<file path="config.mk">
export PLATFORM = sky130hd
export DESIGN_NAME = dma2d_pingpong
export DESIGN_NICKNAME = d
export VERILOG_FILES = /design/src/rtl/dma2d_pkg.sv /design/src/rtl/dma2d_addr_gen.sv /design/src/rtl/dma2d_bank_ctl.sv /design/src/rtl/dma2d_chan_arb.sv /design/src/rtl/dma2d_pingpong.sv
export SDC_FILE = /design/constraint.sdc
export NUM_CORES = 1
export LEC_CHECK = 0
export BUFFER_PORTS_ARGS = -buffer_cell sky130_fd_sc_hd__buf_2
export CAP_MARGIN = 5
export CELL_PAD_IN_SITES_DETAIL_PLACEMENT = 1
export CELL_PAD_IN_SITES_GLOBAL_PLACEMENT = 2
export CORE_MARGIN = 3
export CORE_UTILIZATION = 27
export CTS_BUF_LIST = sky130_fd_sc_hd__clkbuf_8 sky130_fd_sc_hd__clkbuf_16
export CTS_CLUSTER_SIZE = 28
export DETAILED_ROUTE_END_ITERATION = 12
export PLACE_DENSITY = 0.86
export SLEW_MARGIN = 10
export SYNTH_ARGS = -nofsm -noshare
export SYNTH_HDL_FRONTEND = slang
export SYNTH_SLANG_ARGS = --single-unit
</file>
<file path="constraint.sdc">
create_clock -name clk -period 2.7 [get_ports clk]
set_clock_uncertainty 0.1 [all_clocks]
set_input_delay 0 -clock clk [delete_from_list [all_inputs] [get_ports clk]]
set_output_delay 0 -clock clk [all_outputs]
set_load 0.02 [all_outputs]
</file>
<file path="src/rtl/dma2d_pkg.sv">
package dma2d_pkg;

    typedef enum logic [2:0] {
        ST_IDLE,
        ST_SWAP,
        ST_LOAD,
        ST_READ,
        ST_WRITE,
        ST_FINISH
    } dma_state_t;

    typedef enum logic {
        DIR_TO_LOCAL = 1'b0,
        DIR_TO_EXT   = 1'b1
    } dma_dir_t;

endpackage

</file>
<file path="src/rtl/dma2d_addr_gen.sv">
module dma2d_addr_gen #(
    parameter int AW  = 16,
    parameter int LAW = 8,
    parameter int CW  = 8
) (
    input  logic           clk,
    input  logic           rst_n,
    input  logic           load,
    input  logic           step,
    input  logic           mode_2d,
    input  logic [AW-1:0]  ext_base,
    input  logic [LAW-1:0] loc_base,
    input  logic [CW-1:0]  elems_m1,
    input  logic [CW-1:0]  rows_m1,
    input  logic [AW-1:0]  elem_stride,
    input  logic [AW-1:0]  row_stride,
    output logic [AW-1:0]  ext_addr,
    output logic [LAW-1:0] loc_addr,
    output logic           last
);

    logic [AW-1:0]  ext_q, row_start_q, es_q, rs_q;
    logic [LAW-1:0] loc_q;
    logic [CW-1:0]  ecnt_q, rcnt_q, elems_q, rows_q;
    logic           row_end;

    assign row_end  = (ecnt_q == elems_q);
    assign last     = row_end && (rcnt_q == rows_q);
    assign ext_addr = ext_q;
    assign loc_addr = loc_q;

    always_ff @(posedge clk or negedge rst_n) begin
        if (!rst_n) begin
            ext_q       <= '0;
            row_start_q <= '0;
            es_q        <= '0;
            rs_q        <= '0;
            loc_q       <= '0;
            ecnt_q      <= '0;
            rcnt_q      <= '0;
            elems_q     <= '0;
            rows_q      <= '0;
        end else if (load) begin
            ext_q       <= ext_base;
            row_start_q <= ext_base;
            es_q        <= elem_stride;
            rs_q        <= row_stride;
            loc_q       <= loc_base;
            ecnt_q      <= '0;
            rcnt_q      <= '0;
            elems_q     <= elems_m1;
            rows_q      <= mode_2d ? rows_m1 : '0;
        end else if (step) begin
            loc_q <= loc_q + 1'b1;
            if (row_end) begin
                ecnt_q      <= '0;
                rcnt_q      <= rcnt_q + 1'b1;
                row_start_q <= row_start_q + rs_q;
                ext_q       <= row_start_q + rs_q;
            end else begin
                ecnt_q <= ecnt_q + 1'b1;
                ext_q  <= ext_q + es_q;
            end
        end
    end

endmodule

</file>
<file path="src/rtl/dma2d_bank_ctl.sv">
module dma2d_bank_ctl (
    input  logic clk,
    input  logic rst_n,
    input  logic swap_req,
    input  logic swap_go,
    output logic core_bank,
    output logic swap_pend
);

    always_ff @(posedge clk or negedge rst_n) begin
        if (!rst_n) begin
            core_bank <= 1'b0;
            swap_pend <= 1'b0;
        end else begin
            swap_pend <= (swap_pend && !swap_go) || swap_req;
            if (swap_go) begin
                core_bank <= !core_bank;
            end
        end
    end

endmodule

</file>
<file path="src/rtl/dma2d_chan_arb.sv">
module dma2d_chan_arb #(
    parameter int NCH = 2,
    parameter int CHW = 1
) (
    input  logic           clk,
    input  logic           rst_n,
    input  logic [NCH-1:0] arm,
    input  logic           start,
    input  logic           finish,
    input  logic [CHW-1:0] run_ch,
    output logic           any_pend,
    output logic [CHW-1:0] grant,
    output logic [NCH-1:0] done
);

    logic [NCH-1:0] pend_q;

    always_comb begin
        grant = '0;
        for (int i = NCH - 1; i >= 0; i--) begin
            if (pend_q[i]) begin
                grant = CHW'(i);
            end
        end
    end

    assign any_pend = |pend_q;

    for (genvar c = 0; c < NCH; c++) begin : g_chan
        always_ff @(posedge clk or negedge rst_n) begin
            if (!rst_n) begin
                pend_q[c] <= 1'b0;
                done[c]   <= 1'b0;
            end else begin
                if (arm[c]) begin
                    pend_q[c] <= 1'b1;
                end else if (start && (grant == CHW'(c))) begin
                    pend_q[c] <= 1'b0;
                end
                if (arm[c]) begin
                    done[c] <= 1'b0;
                end else if (finish && (run_ch == CHW'(c))) begin
                    done[c] <= 1'b1;
                end
            end
        end
    end

endmodule

</file>
<file path="src/rtl/dma2d_pingpong.sv">
module dma2d_pingpong
    import dma2d_pkg::*;
#(
    parameter int NCH = 2,
    parameter int AW  = 16,
    parameter int LAW = 8,
    parameter int CW  = 8,
    parameter int DW  = 32,
    localparam int CHW = (NCH > 1) ? $clog2(NCH) : 1
) (
    input  logic                     clk,
    input  logic                     rst_n,
    input  logic [NCH-1:0]           arm,
    input  logic [NCH-1:0]           cfg_dir,
    input  logic [NCH-1:0]           cfg_imem,
    input  logic [NCH-1:0]           cfg_2d,
    input  logic [NCH-1:0][AW-1:0]   cfg_ext_base,
    input  logic [NCH-1:0][LAW-1:0]  cfg_loc_base,
    input  logic [NCH-1:0][CW-1:0]   cfg_elems_m1,
    input  logic [NCH-1:0][CW-1:0]   cfg_rows_m1,
    input  logic [NCH-1:0][AW-1:0]   cfg_elem_stride,
    input  logic [NCH-1:0][AW-1:0]   cfg_row_stride,
    input  logic                     swap_req,
    output logic                     core_bank,
    output logic                     busy,
    output logic [CHW-1:0]           active_ch,
    output logic [NCH-1:0]           done,
    output logic                     ext_req,
    output logic                     ext_we,
    output logic [AW-1:0]            ext_addr,
    output logic [DW-1:0]            ext_wdata,
    input  logic [DW-1:0]            ext_rdata,
    input  logic                     ext_ready,
    output logic                     lm_req,
    output logic                     lm_we,
    output logic                     lm_imem,
    output logic                     lm_bank,
    output logic [LAW-1:0]           lm_addr,
    output logic [DW-1:0]            lm_wdata,
    input  logic [DW-1:0]            lm_rdata
);

    dma_state_t     state_q, state_d;
    logic [CHW-1:0] sel_q, grant;
    dma_dir_t       dir_q;
    logic           imem_q;
    logic [DW-1:0]  data_q;
    logic           swap_pend, swap_go, any_pend, start, finish;
    logic           load, step, last, accept;

    dma2d_bank_ctl u_bank (
        .clk       (clk),
        .rst_n     (rst_n),
        .swap_req  (swap_req),
        .swap_go   (swap_go),
        .core_bank (core_bank),
        .swap_pend (swap_pend)
    );

    dma2d_chan_arb #(.NCH(NCH), .CHW(CHW)) u_arb (
        .clk      (clk),
        .rst_n    (rst_n),
        .arm      (arm),
        .start    (start),
        .finish   (finish),
        .run_ch   (sel_q),
        .any_pend (any_pend),
        .grant    (grant),
        .done     (done)
    );

    dma2d_addr_gen #(.AW(AW), .LAW(LAW), .CW(CW)) u_agen (
        .clk         (clk),
        .rst_n       (rst_n),
        .load        (load),
        .step        (step),
        .mode_2d     (cfg_2d[sel_q]),
        .ext_base    (cfg_ext_base[sel_q]),
        .loc_base    (cfg_loc_base[sel_q]),
        .elems_m1    (cfg_elems_m1[sel_q]),
        .rows_m1     (cfg_rows_m1[sel_q]),
        .elem_stride (cfg_elem_stride[sel_q]),
        .row_stride  (cfg_row_stride[sel_q]),
        .ext_addr    (ext_addr),
        .loc_addr    (lm_addr),
        .last        (last)
    );

    // state register
    always_ff @(posedge clk or negedge rst_n) begin
        if (!rst_n) begin
            state_q <= ST_IDLE;
        end else begin
            state_q <= state_d;
        end
    end

    // next-state logic
    always_comb begin
        state_d = state_q;
        unique case (state_q)
            ST_IDLE: begin
                if (swap_pend) begin
                    state_d = ST_SWAP;
                end else if (any_pend) begin
                    state_d = ST_LOAD;
                end
            end
            ST_SWAP:   state_d = ST_IDLE;
            ST_LOAD:   state_d = ST_READ;
            ST_READ:   if (accept) state_d = ST_WRITE;
            ST_WRITE:  if (accept) state_d = last ? ST_FINISH : ST_READ;
            ST_FINISH: state_d = ST_IDLE;
            default:   state_d = ST_IDLE;
        endcase
    end

    // outputs and strobes
    always_comb begin
        ext_req = 1'b0;
        ext_we  = 1'b0;
        lm_req  = 1'b0;
        lm_we   = 1'b0;
        unique case (state_q)
            ST_READ: begin
                ext_req = (dir_q == DIR_TO_LOCAL);
                lm_req  = (dir_q == DIR_TO_EXT);
            end
            ST_WRITE: begin
                ext_req = (dir_q == DIR_TO_EXT);
                ext_we  = (dir_q == DIR_TO_EXT);
                lm_req  = (dir_q == DIR_TO_LOCAL);
                lm_we   = (dir_q == DIR_TO_LOCAL);
            end
            default: ;
        endcase
        accept  = ext_req ? ext_ready : 1'b1;
        start   = (state_q == ST_IDLE) && !swap_pend && any_pend;
        swap_go = (state_q == ST_SWAP);
        load    = (state_q == ST_LOAD);
        step    = (state_q == ST_WRITE) && accept;
        finish  = (state_q == ST_FINISH);
        busy    = (state_q == ST_LOAD) || (state_q == ST_READ) ||
                  (state_q == ST_WRITE) || (state_q == ST_FINISH);
    end

    assign active_ch = sel_q;
    assign lm_imem   = imem_q;
    assign lm_bank   = !core_bank;
    assign ext_wdata = data_q;
    assign lm_wdata  = data_q;

    // channel latch and element buffer
    always_ff @(posedge clk or negedge rst_n) begin
        if (!rst_n) begin
            sel_q  <= '0;
            dir_q  <= DIR_TO_LOCAL;
            imem_q <= 1'b0;
            data_q <= '0;
        end else begin
            if (start) begin
                sel_q <= grant;
            end
            if (load) begin
                dir_q  <= dma_dir_t'(cfg_dir[sel_q]);
                imem_q <= cfg_imem[sel_q];
            end
            if ((state_q == ST_READ) && accept) begin
                data_q <= (dir_q == DIR_TO_LOCAL) ? ext_rdata : lm_rdata;
            end
        end
    end

endmodule

</file>
==> reports/qor.csv <==
metric;value;unit
worstHoldStart;cfg_ext_base[24];
finalWorstSetupSlack;0.0451;ns
cts.sinks;148;
cts.clk_slew.worst_paths;0.07;ns
stdcell_area;13700;um2
h-tree-depth;4;
mostFrequentLayoutCell;buf_2;
dp_slack;-0.0892;ns
cts_tree;yes;
wl;35700;um
synth_top_family_by_area;compound AO/OA/AOI/OAI gates;
worstHoldPathType;in -> reg;
synth-simple-area-share;12.7;%
syn-num-nets;1218;
totalPowerFinal;16.5;mW
finalWeightedCongestion;0.864;
startpoint_type;register;
synth_compound_area_share;17.8;%
syn_inst;963;
fp.dieW;189;um
clockRootBuffer;clkbuf_16;
grt_use_total;19.7;%
ys_seq_elements;148;
powerDensity;1200;nW/um2
crit_required;2.91;ns
drt-initial-drc-count;458;
fin_crit;2.65;ns
synthMuxAreaShare;12.1;%
port_buffers;318;
peakVddDrop;0.388;mV
grt_overflow;0;
crit_path_start;u_agen.es_q[0]$_DFFE_PN0P_;
seq_area_frac_synth;41.1;%
path_class;reg -> reg;
placed_area;11000;um2
tightest_slew;1.04;ns
netlist_area;9000;um2
syn2layout_area_growth;52.2;%
period_share;98.3;%
viasPerCell;4.79;
hold_violations;0;
fp.coreArea;32700;um2
fin_setup_tns;0;ns
clockBufferDepth;2;
final_core_util;41.9;%
drt_first_pass_iters;6;
async_reset_ff_share;100;%
post_synth_num_cell_types;63;
die_h;189;um
timing.fmax;0.377;GHz
grt_pass1_vias;10164;
grt_first_pass_wirelength;55800;um
grt_max_degree;99;
maxSlewHeadroom;30.5;%
leakage;6.42;nW
status;complete, no violations;
synth_edf_count;0;
path_max_fanout;3;
synth_ff_type;dfrtp_1;
end_kind;register;
route.detailed.drc;0;
synth_xor_area_share;5.64;%
synth_area_per_cell;9.35;um2
design.die.area;35600;um2
antenna_found_initial;0;
num_rows;66;
yosys_warnings;0;
nFillCells;3858;
diodes;0;
final_cell_mix;buf_2, dlygate4sd3_1, dfrtp_1, nand2_1, mux2i_1;
ios;319;
nets;1715;
synthAdderAreaFrac;5.03;%
slew_viol_final;0;
postRouteAntennaNets;0;
clk_latency;0.44;ns
r2r-start;u_agen.es_q[0]$_DFFE_PN0P_;
rsz0062_at_grt;yes;
start_util;27.5;%
hpwlAfterDp;23800;um
wl_per_cell;18.6;um
num_vias;9159;
finalSetupViolations;0;
cts_buffers;17;
maxCapViolations;0;
crit_arrival;2.87;ns
drive_above_1_share;28.3;%
[per-stage QoR]
step	hold WS, ns	cells
6_report	0.00361	1914
5_1_grt	0.0510	1914
4_1_cts	0.00131	1911
3_5_place_dp	-0.229	1669
3_3_place_gp	-0.232	1669
2_1_floorplan	-0.396	963
[cells in the mapped netlist, types with 3 or more instances]
cell	count	share of area, %
o21a_1	11	0.92
and3_1	5	0.35
o211ai_1	5	0.42
a21o_1	9	0.75
o21ai_0	94	5.2
nor2_1	95	4.0
o21ai_1	7	0.39
buf_6	5	0.63
nand2b_1	4	0.28
nor4_1	4	0.28
or3_1	3	0.21
clkbuf_1	28	1.2
buf_1	5	0.21
dfrtp_1	148	41
mux2_2	6	0.75
inv_1	5	0.21
ha_1	33	4.6
xnor2_1	33	3.2
nor3_1	11	0.61
xor2_1	25	2.4
nand3_1	10	0.56
a31oi_1	9	0.63
nand4_1	7	0.49
mux2i_1	102	11
and2_1	3	0.21
buf_2	13	0.72
a21oi_1	85	4.7
o21bai_1	3	0.25
o22a_1	3	0.29
buf_4	32	2.7
nand2_1	102	4.3
a211oi_1	11	0.92
nor2b_1	7	0.49
a21oi_2	3	0.29
[worst paths after layout]
kind / depth (start not counted) / slack [ns] / endpoint
worst max-delay path: 9 / 0.05 / u_agen.ext_addr[14]$_DFFE_PN0P_
worst max register to register: 9 / 0.05 / u_agen.ext_addr[14]$_DFFE_PN0P_
worst min-delay path: 5 / 0.004 / u_agen.ext_addr[8]$_DFFE_PN0P_
min in group asynchronous: 3 / 0.10 / dir_q$_DFFE_PN0P_
max in group asynchronous: 3 / 1.07 / ext_wdata[5]$_DFFE_PN0P_
worst min register to register: 1 / 0.39 / u_bank.core_bank$_DFFE_PN0P_
[area by class of cell]
type	instances	area, um2	share of cell area, %
clock buffer	17	425	3.10
clock inverter	14	140	1.02
inverter	5	18.8	0.137
tap	442	553	4.04
sequential	148	3710	27.1
multi-input combinational	727	4860	35.5
timing repair buffer	561	4000	29.2
[flip-flops by register name (all words and copies together) (netlist names)]
register / count
u_arb.pend_q: 2
u_agen.es_q: 16
lm_imem: 1
u_arb.done: 2
u_agen.rs_q: 16
u_agen.rows_q: 8
u_agen.ecnt_q: 8
u_agen.loc_addr: 8
dir_q: 1
active_ch: 1
u_agen.row_start_q: 16
u_agen.rcnt_q: 8
u_bank.core_bank: 1
state_q: 3
ext_wdata: 32
u_agen.elems_q: 8
u_agen.ext_addr: 16
u_bank.swap_pend: 1
[kinds of logic (layout without fill, tap and decap cells)]
family,after synthesis,in the layout
adder cells (fa/ha/maj),35,35
AND/OR/NAND/NOR,262,262
buffers and inverters,88,597
AO/OA/AOI/OAI,264,264
XOR/XNOR,58,58
multiplexers,108,108
flip-flops,148,148
[worst max-delay path, cell delays in order, from the launching register on]
cell and delay (ns):
dfrtp_1 0.41, ha_4 0.18, fa_2 0.35, a211oi_2 0.28
o21ai_2 0.12, a2111oi_4 0.47, nor3b_4 0.10, a221oi_2 0.30
xor2_1 0.17, o21ai_1 0.07
[report_power, final]
| part | switching, mW | internal, mW | total, mW |
|---|---|---|---|
| sequential | 0.994 | 3.19 | 4.19 |
| combinational | 5.62 | 4.32 | 9.94 |
| clock | 1.01 | 1.35 | 2.36 |
[metal layers]
layer	track usage, %	up-vias	share of wire, %
met5	0	-	0
met4	5.64	0	2.1
met3	3.67	49	4.2
met2	35.2	214	51
met1	24.2	4518	42
li1	-	4378	-
[repair_timing]
item                       CTS  global route
setup buffers                1             4
resized for setup            1            10
setup endpoints to repair    2             6
hold endpoints to repair   264             0
pin swaps                    2             8
hold buffers               210             0
cloned                       0             0
Note: power is estimated with default switching activity, not from simulation.
